**src/rtl/dualclk_cfg_seq.sv**
```systemverilog
module dualclk_cfg_seq #(
  parameter int NBANK     = 4,
  parameter int NSITE     = 4,
  parameter int STAGE_CYC = 4,
  parameter int IDX_W     = 4,
  parameter int STR_W     = 3,
  parameter int DUTY_W    = 3,
  localparam int WORD_W   = 2 + STR_W + DUTY_W,
  localparam int SITE_W   = (NSITE > 1) ? $clog2(NSITE) : 1
) (
  input  logic                clk,
  input  logic                rst_n,
  input  logic                req_valid,
  input  logic [IDX_W-1:0]    req_idx,
  input  logic                tbl_we,
  input  logic [IDX_W-1:0]    tbl_waddr,
  input  logic [WORD_W-1:0]   tbl_wdata,
  output logic                gate_en,
  output logic [NBANK-1:0]    msw_en,
  output logic                tsw_on,
  output logic                bcast_strobe,
  output logic [SITE_W-1:0]   bcast_site,
  output logic [WORD_W-2:0]   bcast_data,
  output logic                done
);
  localparam int TBL_N = 1 << IDX_W;
  localparam int CNT_W = $clog2(STAGE_CYC + 1);

  typedef enum logic [2:0] {S_IDLE, S_LOOK, S_SEND, S_STAGE, S_REL} st_t;

  st_t                 st;
  logic [WORD_W-1:0]   tbl [TBL_N];
  logic [WORD_W-1:0]   cfg_r;
  logic [IDX_W-1:0]    idx_r, pend_idx;
  logic                pend;
  logic [SITE_W-1:0]   site_r;
  logic [CNT_W-1:0]    cnt;
  logic [STR_W-1:0]    str_raw, str_fix;
  logic                cfg_res;

  assign cfg_res = cfg_r[WORD_W-1];
  assign str_raw = cfg_r[WORD_W-2 -: STR_W];
  assign str_fix = (str_raw == '0) ? STR_W'(1) : str_raw;

  always_ff @(posedge clk)
    if (tbl_we) tbl[tbl_waddr] <= tbl_wdata;

  always_ff @(posedge clk) begin
    if (!rst_n) begin
      st           <= S_IDLE;
      gate_en      <= 1'b0;
      msw_en       <= '0;
      tsw_on       <= 1'b1;
      bcast_strobe <= 1'b0;
      bcast_site   <= '0;
      bcast_data   <= '0;
      done         <= 1'b0;
      cfg_r        <= '0;
      idx_r        <= '0;
      pend         <= 1'b0;
      pend_idx     <= '0;
      site_r       <= '0;
      cnt          <= '0;
    end else begin
      if (st != S_IDLE && req_valid) begin
        pend     <= 1'b1;
        pend_idx <= req_idx;
      end
      case (st)
        S_IDLE: begin
          done <= 1'b0;
          if (pend || req_valid) begin
            idx_r   <= pend ? pend_idx : req_idx;
            gate_en <= 1'b1;
            msw_en  <= '0;
            tsw_on  <= 1'b1;
            cnt     <= '0;
            site_r  <= '0;
            st      <= S_LOOK;
            pend    <= pend && req_valid;
            if (pend && req_valid) pend_idx <= req_idx;
          end
        end
        S_LOOK: begin
          cfg_r <= tbl[idx_r];
          st    <= S_SEND;
        end
        S_SEND: begin
          bcast_strobe <= 1'b1;
          bcast_site   <= site_r;
          bcast_data   <= {str_fix, cfg_r[DUTY_W:0]};
          if (site_r == SITE_W'(NSITE - 1)) st <= S_STAGE;
          else site_r <= site_r + 1'b1;
        end
        S_STAGE: begin
          bcast_strobe <= 1'b0;
          if (!cfg_res || (&msw_en)) begin
            st <= S_REL;
          end else if (cnt == '0) begin
            msw_en <= (msw_en << 1) | NBANK'(1);
            tsw_on <= 1'b0;
            cnt    <= CNT_W'(STAGE_CYC - 1);
          end else begin
            cnt <= cnt - 1'b1;
          end
        end
        S_REL: begin
          gate_en <= 1'b0;
          done    <= 1'b1;
          st      <= S_IDLE;
        end
        default: st <= S_IDLE;
      endcase
    end
  end
endmodule

```
**config.mk**
```make
export PLATFORM = sky130hd
export DESIGN_NAME = dualclk_cfg_seq
export DESIGN_NICKNAME = d
export VERILOG_FILES = /design/src/rtl/dualclk_cfg_seq.sv
export SDC_FILE = /design/constraint.sdc
export NUM_CORES = 1
export LEC_CHECK = 0
export ABC_CLOCK_PERIOD_IN_PS = 2050
export BUFFER_PORTS_ARGS = -buffer_cell sky130_fd_sc_hd__buf_2
export CAP_MARGIN = 0
export CORE_MARGIN = 2
export CORE_UTILIZATION = 50
export CTS_BUF_LIST = sky130_fd_sc_hd__clkbuf_8
export CTS_CLUSTER_SIZE = 40
export DETAILED_ROUTE_END_ITERATION = 6
export PLACE_DENSITY = 0.67
export SETUP_SLACK_MARGIN = 0.3
export SLEW_MARGIN = 0
export SYNTH_ARGS = -nofsm -noshare
export SYNTH_HDL_FRONTEND = slang
export SYNTH_SLANG_ARGS = --single-unit
```
**constraint.sdc**
```tcl
create_clock -name clk -period 2.05 [get_ports clk]
set_input_delay 0.1025 -clock clk [delete_from_list [all_inputs] [get_ports clk]]
set_output_delay 0.1025 -clock clk [all_outputs]
set_load 0.02 [all_outputs]
```
==> results.json <==
{
  "final_common_cell": "edfxtp_1",
  "worst-setup-path-type": "reg2reg",
  "rows": 42,
  "core-area_mm2": 0.0132,
  "power_leakage_uw": 0.00270,
  "ys_async_sr_fraction_pct": 0,
  "synth_edf_count": 128,
  "fill_cells": 1044,
  "status": "complete, no violations",
  "synth-seq-area-share_pct": 69.8,
  "register_area_mm2": 0.00469,
  "die_w_um": 120,
  "hold_path_class": "in2reg",
  "grt_overflow": 0,
  "mostFrequentLayoutCells": "128 x edfxtp_1, 40 x dfxtp_1, 36 x buf_2, 29 x nand2_1, 29 x buf_4",
  "nets": 514,
  "finalSetupTns_ps": 0,
  "grt_pass1_wl_um": 20400,
  "clk_latency_ps": 460,
  "critPathArrivalTime_ps": 2150,
  "start_util_pct": 50.9,
  "holdWs_ps": 26.6,
  "critical-path-slowest-cell": "mux4_1",
  "rsz0062_at_grt": "true",
  "multi_input_area_mm2": 0.00192,
  "clk_path_buf_depth": 2,
  "n_antenna_cell": 0,
  "max_stage_delay_ps": 550,
  "drcViolationCount": 0,
  "drive_above_1_share_pct": 27.4,
  "cp_top_family": "multiplexers",
  "worstMarginPinSlew_ps": 474,
  "drt-pass1-iter-count": 4,
  "cts_made_buffers": 17,
  "path_cells": "buf_12 -> mux4_1 -> mux2_2 -> a221o_1",
  "crit_fanout": 6,
  "num_vias": 3764,
  "grt_max_degree": 37,
  "hold_viol_final": 0,
  "cp-end-kind": "flip-flop",
  "syn_to_final_growth_pct": 16.4,
  "period_share_pct": 88.1,
  "avgSynthCellArea_um2": 16.0,
  "netlist_instances": 420,
  "dieArea_mm2": 0.0144,
  "clk_pin_slew_worst_paths_ps": 90,
  "ant_nets": 0,
  "io-pin-count": 37,
  "yosysWarningCount": 0,
  "avgViaCountPerCell": 5.54,
  "maxSlewViolCount": 0,
  "drt_iter0_drc": 381,
  "peakVddDrop_mv": 0.459,
  "critPathLaunchType": "flip-flop",
  "gp_congestion": 0.748,
  "track_usage_pct": 19.5,
  "drt_wl_total_um": 13200,
  "wl_per_cell_um": 19.4,
  "clock-skew-final_ps": 6.22,
  "crit_buf_inv": 1,
  "syn-cell-area_mm2": 0.00672,
  "ys_types": 47,
  "grt_pass1_vias": 3711,
  "slew_headroom_pct": 68.4,
  "max_cap_violations": 0,
  "ys_ff_latch": 170,
  "cts_tree": "built",
  "synth.net_count": 443,
  "fmax_mhz": 554,
  "setup_viol": 0,
  "hpwlAfterDp_um": 8410,
  "root_buffer": "clkbuf_8",
  "cts.sinks": 170,
  "min_period_ps": 1810,
  "synth_flop_cell": "edfxtp_1",
  "die_y_um": 120,
  "portBuffers": 36,
  "htree_levels": 4,
  "power_density_mw_per_mm2": 918,
  "antenna_found_initial": 0,
  "worst_ep_required_time_ps": 2400
}
[through the flow]
stage / worst slack [ps] / instance area, um^2 / total power, uW / instances / utilization (%)
finish: 244 / 7820 / 7180 / 680 / 59.3
global route: 213 / 7820 / 7450 / 680 / 59.3
floorplan: 366 / 6720 / 4460 / 420 / -
detailed placement: 234 / 7240 / 4710 / 637 / 54.9
global placement: 272 / 7240 / 4690 / 637 / 54.9
CTS: 261 / 7760 / 7210 / 675 / 58.8
[state kept, by name (all words and copies together), names as in the netlist]
name and flops:
st 3, idx_r 4, pend 1, bcast_strobe 1, bcast_data 7, done 1
gate_en 1, cnt 3, msw_en 4, pend_idx 4, site_r 2, tsw_on 1
cfg_r 8, bcast_site 2, tbl 128
[layer usage]
| metal | global-route usage (%) | vias up | wire length, um |
|---|---|---|---|
| li1 | - | 1777 | - |
| met1 | 26.0 | 1871 | 6140 |
| met2 | 31.1 | 99 | 6310 |
| met3 | 4.28 | 17 | 464 |
| met4 | 8.46 | 0 | 248 |
| met5 | 0 | - | 0 |
[layout make-up]
| type | count | area share, % |
|---|---|---|
| Clock buffer | 17 | 2.99 |
| Clock inverter | 15 | 2.42 |
| Inverter | 3 | 0.144 |
| Multi-Input combinational cell | 225 | 24.6 |
| Sequential cell | 170 | 60.0 |
| Tap cell | 176 | 2.82 |
| Timing Repair Buffer | 74 | 7.04 |
[path summary, 6_finish.rpt]
| path | slack, ps | to | from | depth (start not counted) |
|---|---|---|---|---|
| min | 30 | tbl[7][2] | tbl_wdata[2] | 1 |
| max reg2reg | 240 | cfg_r[6] | idx_r[0] | 4 |
| max | 240 | cfg_r[6] | idx_r[0] | 4 |
| min reg2reg | 470 | cnt[1] | cnt[1] | 2 |
[synth_stat cells (all sizes together), types with 3 or more instances]
master / n / share of area (%)
nand2b: 7 / 0.65
dfxtp: 42 / 13
edfxtp: 128 / 57
nor2b: 11 / 1.0
clkbuf: 11 / 0.61
a21oi: 7 / 0.52
ha: 3 / 0.56
mux2i: 26 / 3.9
nand3b: 4 / 0.45
buf: 11 / 1.0
nand3: 7 / 0.52
a21boi: 17 / 1.9
nand2: 29 / 1.6
a22oi: 6 / 0.67
o21ai: 17 / 1.3
mux4: 26 / 8.8
nor3: 8 / 0.60
mux2: 4 / 0.67
o211a: 6 / 0.89
inv: 3 / 0.17
a32oi: 4 / 0.52
nor2: 20 / 1.1
[repair_timing]
item	4_1_cts	5_1_grt
cloned	1	1
hold endpoints to repair	4	0
pin swaps	0	2
endpoints found under the setup margin	3	11
setup buffers	1	4
hold buffers	4	0
resized for setup	2	4
[kinds of logic after synthesis]
kind of cell | Yosys count | synth area share (%)
flip-flops | 170 | 69.8
AND/OR/NAND/NOR | 98 | 7.32
AO/OA/AOI/OAI | 68 | 7.25
adder cells (fa/ha/maj) | 3 | 0.559
multiplexers | 56 | 13.3
buffers and inverters | 25 | 1.79
[where the power goes]
group	internal [uW]	leakage, uW	switching [uW]	total [uW]
registers	3800	0.00150	77.7	3880
logic	413	0.000995	417	829
clock network	1230	0.000207	1240	2470
total	5440	0.00270	1740	7180
(Power assumes the default switching activity.)
